File: src/rtl/nxpc_pkg.sv
package nxpc_pkg;

  localparam int unsigned OP_W = 4;

  typedef enum logic [OP_W-1:0] {
    NX_SEQ   = 4'd0,
    NX_BEQ   = 4'd1,
    NX_BNE   = 4'd2,
    NX_BLT   = 4'd3,
    NX_BGE   = 4'd4,
    NX_BLTU  = 4'd5,
    NX_BGEU  = 4'd6,
    NX_JAL   = 4'd7,
    NX_JALR  = 4'd8,
    NX_AUIPC = 4'd9
  } nx_op_e;

  // which comparator result a branch looks at
  typedef enum logic [1:0] {
    CMP_EQ  = 2'd0,
    CMP_LTS = 2'd1,
    CMP_LTU = 2'd2
  } cmp_kind_e;

  typedef struct packed {
    logic      is_branch;
    cmp_kind_e kind;
    logic      invert;
    logic      is_jal;
    logic      is_jalr;
    logic      is_auipc;
  } nx_ctl_t;

endpackage

File: src/rtl/nxpc_decode.sv
module nxpc_decode
  import nxpc_pkg::*;
(
  input  logic [OP_W-1:0] op_i,
  output nx_ctl_t         ctl_o
);

  always_comb begin
    ctl_o = '{is_branch: 1'b0, kind: CMP_EQ, invert: 1'b0,
              is_jal: 1'b0, is_jalr: 1'b0, is_auipc: 1'b0};
    case (op_i)
      NX_BEQ:   begin ctl_o.is_branch = 1'b1; ctl_o.kind = CMP_EQ;  end
      NX_BNE:   begin ctl_o.is_branch = 1'b1; ctl_o.kind = CMP_EQ;  ctl_o.invert = 1'b1; end
      NX_BLT:   begin ctl_o.is_branch = 1'b1; ctl_o.kind = CMP_LTS; end
      NX_BGE:   begin ctl_o.is_branch = 1'b1; ctl_o.kind = CMP_LTS; ctl_o.invert = 1'b1; end
      NX_BLTU:  begin ctl_o.is_branch = 1'b1; ctl_o.kind = CMP_LTU; end
      NX_BGEU:  begin ctl_o.is_branch = 1'b1; ctl_o.kind = CMP_LTU; ctl_o.invert = 1'b1; end
      NX_JAL:   ctl_o.is_jal   = 1'b1;
      NX_JALR:  ctl_o.is_jalr  = 1'b1;
      NX_AUIPC: ctl_o.is_auipc = 1'b1;
      default:  ;
    endcase
  end

endmodule

File: src/rtl/nxpc_cmp.sv
module nxpc_cmp
  import nxpc_pkg::*;
#(
  parameter int unsigned XLEN = 32
) (
  input  logic [XLEN-1:0] a_i,
  input  logic [XLEN-1:0] b_i,
  input  cmp_kind_e       kind_i,
  input  logic            invert_i,
  output logic            hit_o
);

  localparam int unsigned MSB = XLEN - 1;

  logic [XLEN:0] diff;
  logic          eq, lt_u, lt_s, raw;

  // one subtractor: borrow out gives unsigned less-than
  assign diff = {1'b0, a_i} - {1'b0, b_i};
  assign eq   = (diff[XLEN-1:0] == '0);
  assign lt_u = diff[XLEN];
  // sign bits differ: the negative one is smaller; else unsigned order holds
  assign lt_s = (a_i[MSB] ^ b_i[MSB]) ? a_i[MSB] : lt_u;

  always_comb begin
    case (kind_i)
      CMP_LTS: raw = lt_s;
      CMP_LTU: raw = lt_u;
      default: raw = eq;
    endcase
  end

  assign hit_o = raw ^ invert_i;

endmodule

File: src/rtl/nxpc_tgt.sv
module nxpc_tgt #(
  parameter int unsigned XLEN       = 32,
  parameter int unsigned INSN_BYTES = 4
) (
  input  logic [XLEN-1:0] pc_i,
  input  logic [XLEN-1:0] rs1_i,
  input  logic [XLEN-1:0] imm_i,
  output logic [XLEN-1:0] seq_o,
  output logic [XLEN-1:0] rel_o,
  output logic [XLEN-1:0] ind_o
);

  localparam logic [XLEN-1:0] STEP = XLEN'(INSN_BYTES);

  logic [XLEN-1:0] ind_sum;

  assign seq_o   = pc_i + STEP;
  assign rel_o   = pc_i + imm_i;
  assign ind_sum = rs1_i + imm_i;
  assign ind_o   = {ind_sum[XLEN-1:1], 1'b0};

endmodule

File: src/rtl/nxpc_unit.sv
module nxpc_unit
  import nxpc_pkg::*;
#(
  parameter int unsigned XLEN       = 32,
  parameter int unsigned INSN_BYTES = 4
) (
  input  logic [XLEN-1:0] pc_i,
  input  logic [XLEN-1:0] rs1_i,
  input  logic [XLEN-1:0] rs2_i,
  input  logic [XLEN-1:0] imm_i,
  input  logic [OP_W-1:0] op_i,
  output logic [XLEN-1:0] next_pc_o,
  output logic            redirect_o,
  output logic [XLEN-1:0] rd_val_o,
  output logic            misalign_o
);

  localparam int unsigned ALIGN_BITS = $clog2(INSN_BYTES);

  nx_ctl_t         ctl;
  logic            cond_hit;
  logic            br_taken;
  logic [XLEN-1:0] seq_pc, rel_pc, ind_pc;

  nxpc_decode u_dec (
    .op_i  (op_i),
    .ctl_o (ctl)
  );

  nxpc_cmp #(.XLEN(XLEN)) u_cmp (
    .a_i      (rs1_i),
    .b_i      (rs2_i),
    .kind_i   (ctl.kind),
    .invert_i (ctl.invert),
    .hit_o    (cond_hit)
  );

  nxpc_tgt #(.XLEN(XLEN), .INSN_BYTES(INSN_BYTES)) u_tgt (
    .pc_i  (pc_i),
    .rs1_i (rs1_i),
    .imm_i (imm_i),
    .seq_o (seq_pc),
    .rel_o (rel_pc),
    .ind_o (ind_pc)
  );

  assign br_taken   = ctl.is_branch & cond_hit;
  assign redirect_o = br_taken | ctl.is_jal | ctl.is_jalr;

  always_comb begin
    if (ctl.is_jalr)                 next_pc_o = ind_pc;
    else if (ctl.is_jal | br_taken)  next_pc_o = rel_pc;
    else                             next_pc_o = seq_pc;
  end

  always_comb begin
    if (ctl.is_jal | ctl.is_jalr) rd_val_o = seq_pc;
    else if (ctl.is_auipc)        rd_val_o = rel_pc;
    else                          rd_val_o = '0;
  end

  assign misalign_o = redirect_o & (|next_pc_o[ALIGN_BITS-1:0]);

endmodule

File: config.mk
export PLATFORM = sky130hd
export DESIGN_NAME = nxpc_unit
export DESIGN_NICKNAME = d
export VERILOG_FILES = /design/src/rtl/nxpc_pkg.sv /design/src/rtl/nxpc_decode.sv /design/src/rtl/nxpc_cmp.sv /design/src/rtl/nxpc_tgt.sv /design/src/rtl/nxpc_unit.sv
export SDC_FILE = /design/constraint.sdc
export NUM_CORES = 1
export LEC_CHECK = 0
export ABC_CLOCK_PERIOD_IN_PS = 3400
export BUFFER_PORTS_ARGS = -buffer_cell sky130_fd_sc_hd__buf_2
export CORE_MARGIN = 5
export CORE_UTILIZATION = 40
export DETAILED_ROUTE_END_ITERATION = 12
export PLACE_DENSITY = 0.71
export SLEW_MARGIN = 20
export SYNTH_ARGS = -nofsm -noshare
export SYNTH_HDL_FRONTEND = slang
export SYNTH_SLANG_ARGS = --single-unit
File: constraint.sdc
create_clock -name vclk -period 3.4
set_input_delay 0 -clock vclk [all_inputs]
set_output_delay 0 -clock vclk [all_outputs]
set_load 0.02 [all_outputs]
* Word level (Yosys, flattened, before mapping) *
Index checks and enable logic that the tools add are counted.

word-level totals
  register bits after elaboration = 0
  bits of input ports = 132
  word-level logic and storage cells = 39

cells by class
  add/subtract/negate cells = 4
  eq/ne operators = 11
  multiplexer cells = 11
  bitwise operators = 7
  reductions and logical operators = 6

operators by type and width
  kind                                            count
  2-to-1 mux 32 bit                               4
  adder 32 bit                                    2
  subtractor 32 x 32 -> 33 bit                    1
  adder 32 x 3 -> 32 bit (second input constant)  1
  logical NOT 32 bit                              1
  == test 4 x 3 -> 1 bit (second input constant)  4
  case mux 3 bit (3 select lines)                 1
  == test 4 x 2 -> 1 bit (second input constant)  2
  == test 4 bit (second input constant)           2
  OR reduction 2 bit                              4
  2-to-1 mux 1 bit                                5
  == test 4 x 1 -> 1 bit (second input constant)  1
  bitwise OR 1 bit                                3
  OR reduction 3 bit                              1
  bitwise AND 1 bit                               2
  == test 2 x 1 -> 1 bit (second input constant)  1
  == test 2 bit (second input constant)           1
  case mux 1 bit (2 select lines)                 1
  bitwise XOR 1 bit                               2

* Depth between registers and ports, before layout *
  depth in word-level cells = 12
  mapped depth = 21
  depth with buffers taken out = 18

* Cells and area by module *
Synthesis repeated with hierarchy kept, for this count alone.

unflattened totals
  cells, all modules = 1158
  area, all modules = 7577.3 µm²

modules (own cells, without submodules)
  module       instances  cells each  area an instance (µm²)  seq. area each (µm²)
  nxpc_tgt     1          542         3832.4                  0.0
  nxpc_cmp     1          346         2311.0                  0.0
  nxpc_unit    1          255         1346.3                  0.0
  nxpc_decode  1          15          87.6                    0.0

* Least setup slack after synthesis *
Ideal clock, no wire load.

  path type = input-to-output
  from = input port op_i[0]
  to = output port next_pc_o[13]
  arrival = 3528 ps
  data required time = 3400 ps
  slack = -128 ps
  stages on the path = 19
  buffers on the path = 3
  cell sequence = clkbuf_1 xor2_1 nand2_1 ha_1 nand3_1 a211oi_1 nand4b_1 a2111o_1 a2111oi_0 and4_1 nand4_1 nor4_2 a31oi_1 nand2_1 nor3b_2 buf_6 buf_12 mux2_4 a21oi_1

between the ends
  longest elaborated chain between the ends = 10
  elaborated cells between the ends (all ways) = 24
  classes of those cells = 10 x eq/ne; 7 x mux; 3 x bitwise; 4 x reduce/logical

RTL lines
  item                                                     line               RTL
  start, declared                                          nxpc_unit.sv:11    input logic [OP_W-1:0] op_i,
  == test 4 x 3 -> 1 bit, or another cell as far along     nxpc_decode.sv:11  case (op_i)
  OR reduction 2 bit (no source line)                      -
  case mux 3 bit (3 select lines)                          nxpc_decode.sv:11
  == test 2 bit or == test 2 x 1 -> 1 bit (tied branches)  nxpc_cmp.sv:26     case (kind_i)
  case mux 1 bit (2 select lines)                          nxpc_cmp.sv:26
  bitwise XOR 1 bit                                        nxpc_cmp.sv:33     assign hit_o = raw ^ invert_i;
  bitwise AND 1 bit                                        nxpc_unit.sv:47    assign br_taken = ctl.is_branch & cond_hit;
  bitwise OR 1 bit                                         nxpc_unit.sv:52    else if (ctl.is_jal | br_taken) next_pc_o = rel_pc;
  2-to-1 mux 32 bit                                        nxpc_unit.sv:52
  2-to-1 mux 32 bit (*)                                    nxpc_unit.sv:51    if (ctl.is_jalr) next_pc_o = ind_pc;
  end, declared                                            nxpc_unit.sv:12    output logic [XLEN-1:0] next_pc_o,

Every way passes the cells marked *; elsewhere a longest branch is shown, timed or not.

* Worst setup path in the final report *
  from = input port rs1_i[1]
  to = output port misalign_o

between the ends
  longest elaborated chain between the ends = 10
  elaborated cells between the ends (all ways) = 13
  classes of those cells = 2 x add/sub; 4 x mux; 5 x bitwise; 2 x reduce/logical

RTL lines
  item                                                    line                              RTL
  start, declared                                         nxpc_unit.sv:8                    input logic [XLEN-1:0] rs1_i,
  subtractor 32 x 32 -> 33 bit                            nxpc_cmp.sv:19                    assign diff = {1'b0, a_i} - {1'b0, b_i};
  logical NOT 32 bit or 2-to-1 mux 1 bit (tied branches)  nxpc_cmp.sv:20, nxpc_cmp.sv:23
  case mux 1 bit (2 select lines)                         nxpc_cmp.sv:26
  bitwise XOR 1 bit                                       nxpc_cmp.sv:33
  bitwise AND 1 bit                                       nxpc_unit.sv:47
  bitwise OR 1 bit                                        nxpc_unit.sv:48, nxpc_unit.sv:52
  2-to-1 mux 32 bit                                       nxpc_unit.sv:52
  2-to-1 mux 32 bit                                       nxpc_unit.sv:51
  OR reduction 2 bit                                      nxpc_unit.sv:62                   assign misalign_o = redirect_o & (|next_pc_o[ALIGN_BITS-1:0]);
  bitwise AND 1 bit (*)                                   nxpc_unit.sv:62
  end, declared                                           nxpc_unit.sv:15                   output logic misalign_o

Marked as above.

==> impl.org <==
** Global routing
- The total overflow left after global routing is 0.
- After global routing, the most crowded layer is met2.
- GR met3 Demand/Resource :: 2.586%
- The first global-routing pass estimated 42400 µm of wire.
- For this run, global-route usage on met2 was measured as a little under half.
- In the global route stage, met1 resource usage came out at approximately a third.
- Pin count of the biggest net entering global routing :: 42
- The via count of the first global-routing pass is 8554.
- The number of antenna violations at the first check in global routing is 2.
- Combined global-route utilization of all metal layers :: 26.26%

** Floorplanning
- The total area inside the core boundary comes to between 15000 and 20000 µm².
- Top Ports :: 198
- Die H :: between 100 and 150 µm
- Site row count :: 47
- The die covers 19190 µm².
- The initial utilization of the core area, before any placement, comes to 40.28%.
- The die is roughly 140 µm wide.

** Timing
- The worst path uses 111.9% of the clock period.
- Final-report hold violation count :: 0
- The number of max-slew violations in the final report is 0.
- The worst path in the final design needs a cycle of 3803 ps, including I/O delays and setup.
- Max-slew headroom at the worst pin :: around 30%
- After layout, the worst setup slack is -403.4 ps.
- Top achievable clock speed :: approximately 260 MHz
- Setup-failing EPs final :: 33
- Setup repair after global routing could not meet its margin everywhere.
- At the pin with the least slew margin, the transition time is 1047 ps.

** Drt
- WL per Instance :: between 15 and 20 µm
- Routed via count divided by cell count :: approximately 5.7
- For this block, the initial DRC count from the detailed router was 620.
- Routed via count :: 8760
- The first TritonRoute pass finished after 5 iterations.
- Antenna Violating Nets Remaining :: 0
- The final layout contains routed wiring with a total length of 27170 µm.
- For this run, design rule violations remaining after detail routing come to 0.

** Synthesis
- Post-synthesis cell type with the largest combined area :: ha_1
- Average footprint of a synthesized cell :: 6.820 µm²
- Nets in the synthesized netlist :: 1200
- Yosys synthesis warning count :: 0
- Cell area after technology mapping :: approximately 6600 µm²
- Of the post-synthesis cell area, the dominant cell type holds 18.36%.
- Count of distinct cell types in the synthesized netlist :: 89
- After synthesis, flip-flops and latches occupy 0% of the total area.
- Gate Count Post-Synth :: 969
- Ranked by total cell area, the synthesized netlist is headed by ha_1, xnor2_1, a21oi_1.

** Flow run
- Across the run, the number of max-cap violations was 0.

** Finish
- The layout has 0 clock buffers.
- Net count reported at finish :: 1548
- Final instance count without filler cells :: between 1500 and 2000
- The design has 0 sequential cells.
- Sequential standard cell area :: 0 µm²
- Compared with the post-synthesis result, the final layout area differs by 49.55%.
- In the final layout, the share of cells above drive strength 1 is 36.81%.
- For this run, the share of the core covered by cells in the final layout is 60.24%.

** Critical path
- Category of the worst setup path launch point :: input pin
- Tracing the worst setup path back leads to its startpoint at rs1_i[1].
- Cell chain of the critical path :: buf_2 -> ha_4 -> nor2b_4 -> o2111ai_4 -> a31oi_2 -> o311ai_2 -> and2_4 -> o311ai_0 -> o2111ai_2 -> nor4_2 -> a31oi_2 -> nand2_1 -> nor3b_4 -> buf_6 -> buf_6 -> buf_12 -> buf_6 -> mux2i_2 -> o32ai_1 -> buf_2
- Kind of critical path :: in2out
- Worst-path fanout max :: 6
- Crit-path leading delay family :: compound AO/OA/AOI/OAI gates
- On the critical path, the stage with the largest delay is an instance of o311ai_0.
- Most repeated library cell on the critical path :: buf_6
- Critical path buffer and inverter count :: 6
- Delay contributed by the slowest stage of the critical path :: 420 ps
- Required time at the endpoint of the critical path :: 3400 ps
- Arrival @ worst endpoint :: approximately 3800 ps
- STA classifies the critical path endpoint as an output port.
- CP Depth :: 20

** Pwr
- Per report_power, the combinational group accounts for 100.0% of the total.
- Leakage power figure :: ~0.0048 µW
- In this run, the clock network consumes 0% of the power.
- Power spread over the standard cell area amounts to 203.2 nW/µm².
- Switching share of power :: 52.85%
- IR analysis of the VDD net gives a maximum drop of 0.09001 mV.
- In this run the power spent charging and discharging nets is 1061 µW.
- The internal power of the cells totals 946.6 µW.
- Sequential share of power :: 0%

** Worst hold path
- Min-Delay Endpoint :: rd_val_o[31]
- Hold_sp :: pc_i[31]
- The worst hold path was traced through 4 stages.
- In this run the worst hold path is classified as in2out.

** Clock network
- CTS Hold Buffers Added :: 0

** Place
- Final Wtd Congestion :: 0.9713
- Cell count after placement :: 1515
- Detailed Place HPWL :: 22520 µm
- Buffers added on ports :: ~200

** Status
- Run status :: complete, but fails checks
- Violations in the final reports :: setup timing
==> cell families after synthesis <==
group                      share of synthesized area, %
AOI/OAI and AO/OA                                 34.53
xor gates and xnor gates                          12.72
adders and majority gates                         18.97
buffers and inverters                             5.869
muxes                                             4.070
and+or+nand+nor                                   23.84
==> area by class of cell <==
class	count	area, µm²
fillers	1550	6524
inverters	56	210.2
repair buffers	380	2663
diodes	2	5.005
multi-input cells	879	6730
well taps	220	275.3
==> how the worst max path moves through the flow <==
| stage | end | slack [ps] |
|---|---|---|
| after global placement | next_pc_o[26] | -360 |
| after global routing | misalign_o | -620 |
| after detailed placement | next_pc_o[16] | -530 |
| after CTS | next_pc_o[27] | -390 |
| after floorplan | next_pc_o[2] | -20 |
| final | misalign_o | -400 |
==> power groups by stage <==
stage	sequential, µW	combinational (µW)	clock, µW
detailed placement	0	1740	0
global placement	0	1730	0
CTS	0	1880	0
floorplan	0	1080	0
global route	0	2170	0.0000787
finish	0	2010	0.0000787
==> what timing repair did <==
action | in CTS | in global routing
gates cloned | 2 | 0
pin swaps | 18 | 23
buffers inserted | 10 | 9
setup endpoints to repair | 35 | 36
resized for setup | 91 | 76
==> metal layers <==
metal	vias up	routed length, µm
li1	4309	-
met1	4030	11280
met2	355	13170
met3	66	1862
met4	0	855
met5	-	0
==> through the flow <==
step / setup WS, ps / area [µm²] / hold WS (ps) / setup TNS (ps) / total power [µW]
detailed placement: -526.5 / 8984 / 459.1 / -14530 / 1738
floorplan: -18.20 / 6629 / 157.8 / -36.40 / 1080
global placement: -360.6 / 8984 / 457.5 / -9113 / 1731
finish: -403.4 / 9883 / 463.2 / -10480 / 2008
global route: -623.4 / 9883 / 501.2 / -17850 / 2165
CTS: -392.7 / 9499 / 461.5 / -10520 / 1885
==> tightest hold or removal path, stage by stage <==
cell,delay (ps)
buf_2,100
xnor2_1,130
o22ai_1,80
buf_4,150
==> placed cells by master, fill, tap and decap left out, drive strengths merged, types with 5 or more instances in the layout <==
cell     synthesis  final
inv             56     56
nor4             5      5
o311ai           5      5
xnor2           53     53
or3             10     10
o21bai          10     10
a21oi           93     93
nor2            57     57
a2111oi          6      6
a31oi           10     10
o22ai           23     23
ha              97     97
xor2            43     43
nor3            18     18
or2              7      7
nand2b          17     17
o21a            18     18
nor2b           11     11
nand3           33     33
o21ai           66     66
o221ai           5      5
buf             14    380
and2             7      7
nand2          110    110
nand4           13     13
o211ai           8      8
and3            14     14
mux2i           13     13
mux2            12     12
a21o            40     40
a211oi          13     13
==> Yosys cell counts, types with 10 or more instances <==
| cell | n |
|---|---|
| o21ai_1 | 23 |
| nand2b_1 | 17 |
| mux2i_1 | 13 |
| a211oi_1 | 13 |
| nor2b_1 | 10 |
| nand3_1 | 33 |
| o21a_1 | 18 |
| a21oi_1 | 92 |
| nand4_1 | 13 |
| nor2_1 | 56 |
| and3_1 | 14 |
| or3_1 | 10 |
| ha_1 | 97 |
| xor2_1 | 43 |
| a21o_1 | 39 |
| clkbuf_1 | 20 |
| xnor2_1 | 53 |
| inv_1 | 56 |
| o21ai_0 | 42 |
| nand2_1 | 110 |
| nor3_1 | 17 |
| a31oi_1 | 10 |
| o21bai_1 | 10 |
| o22ai_1 | 23 |
(Power assumes the default switching activity.)
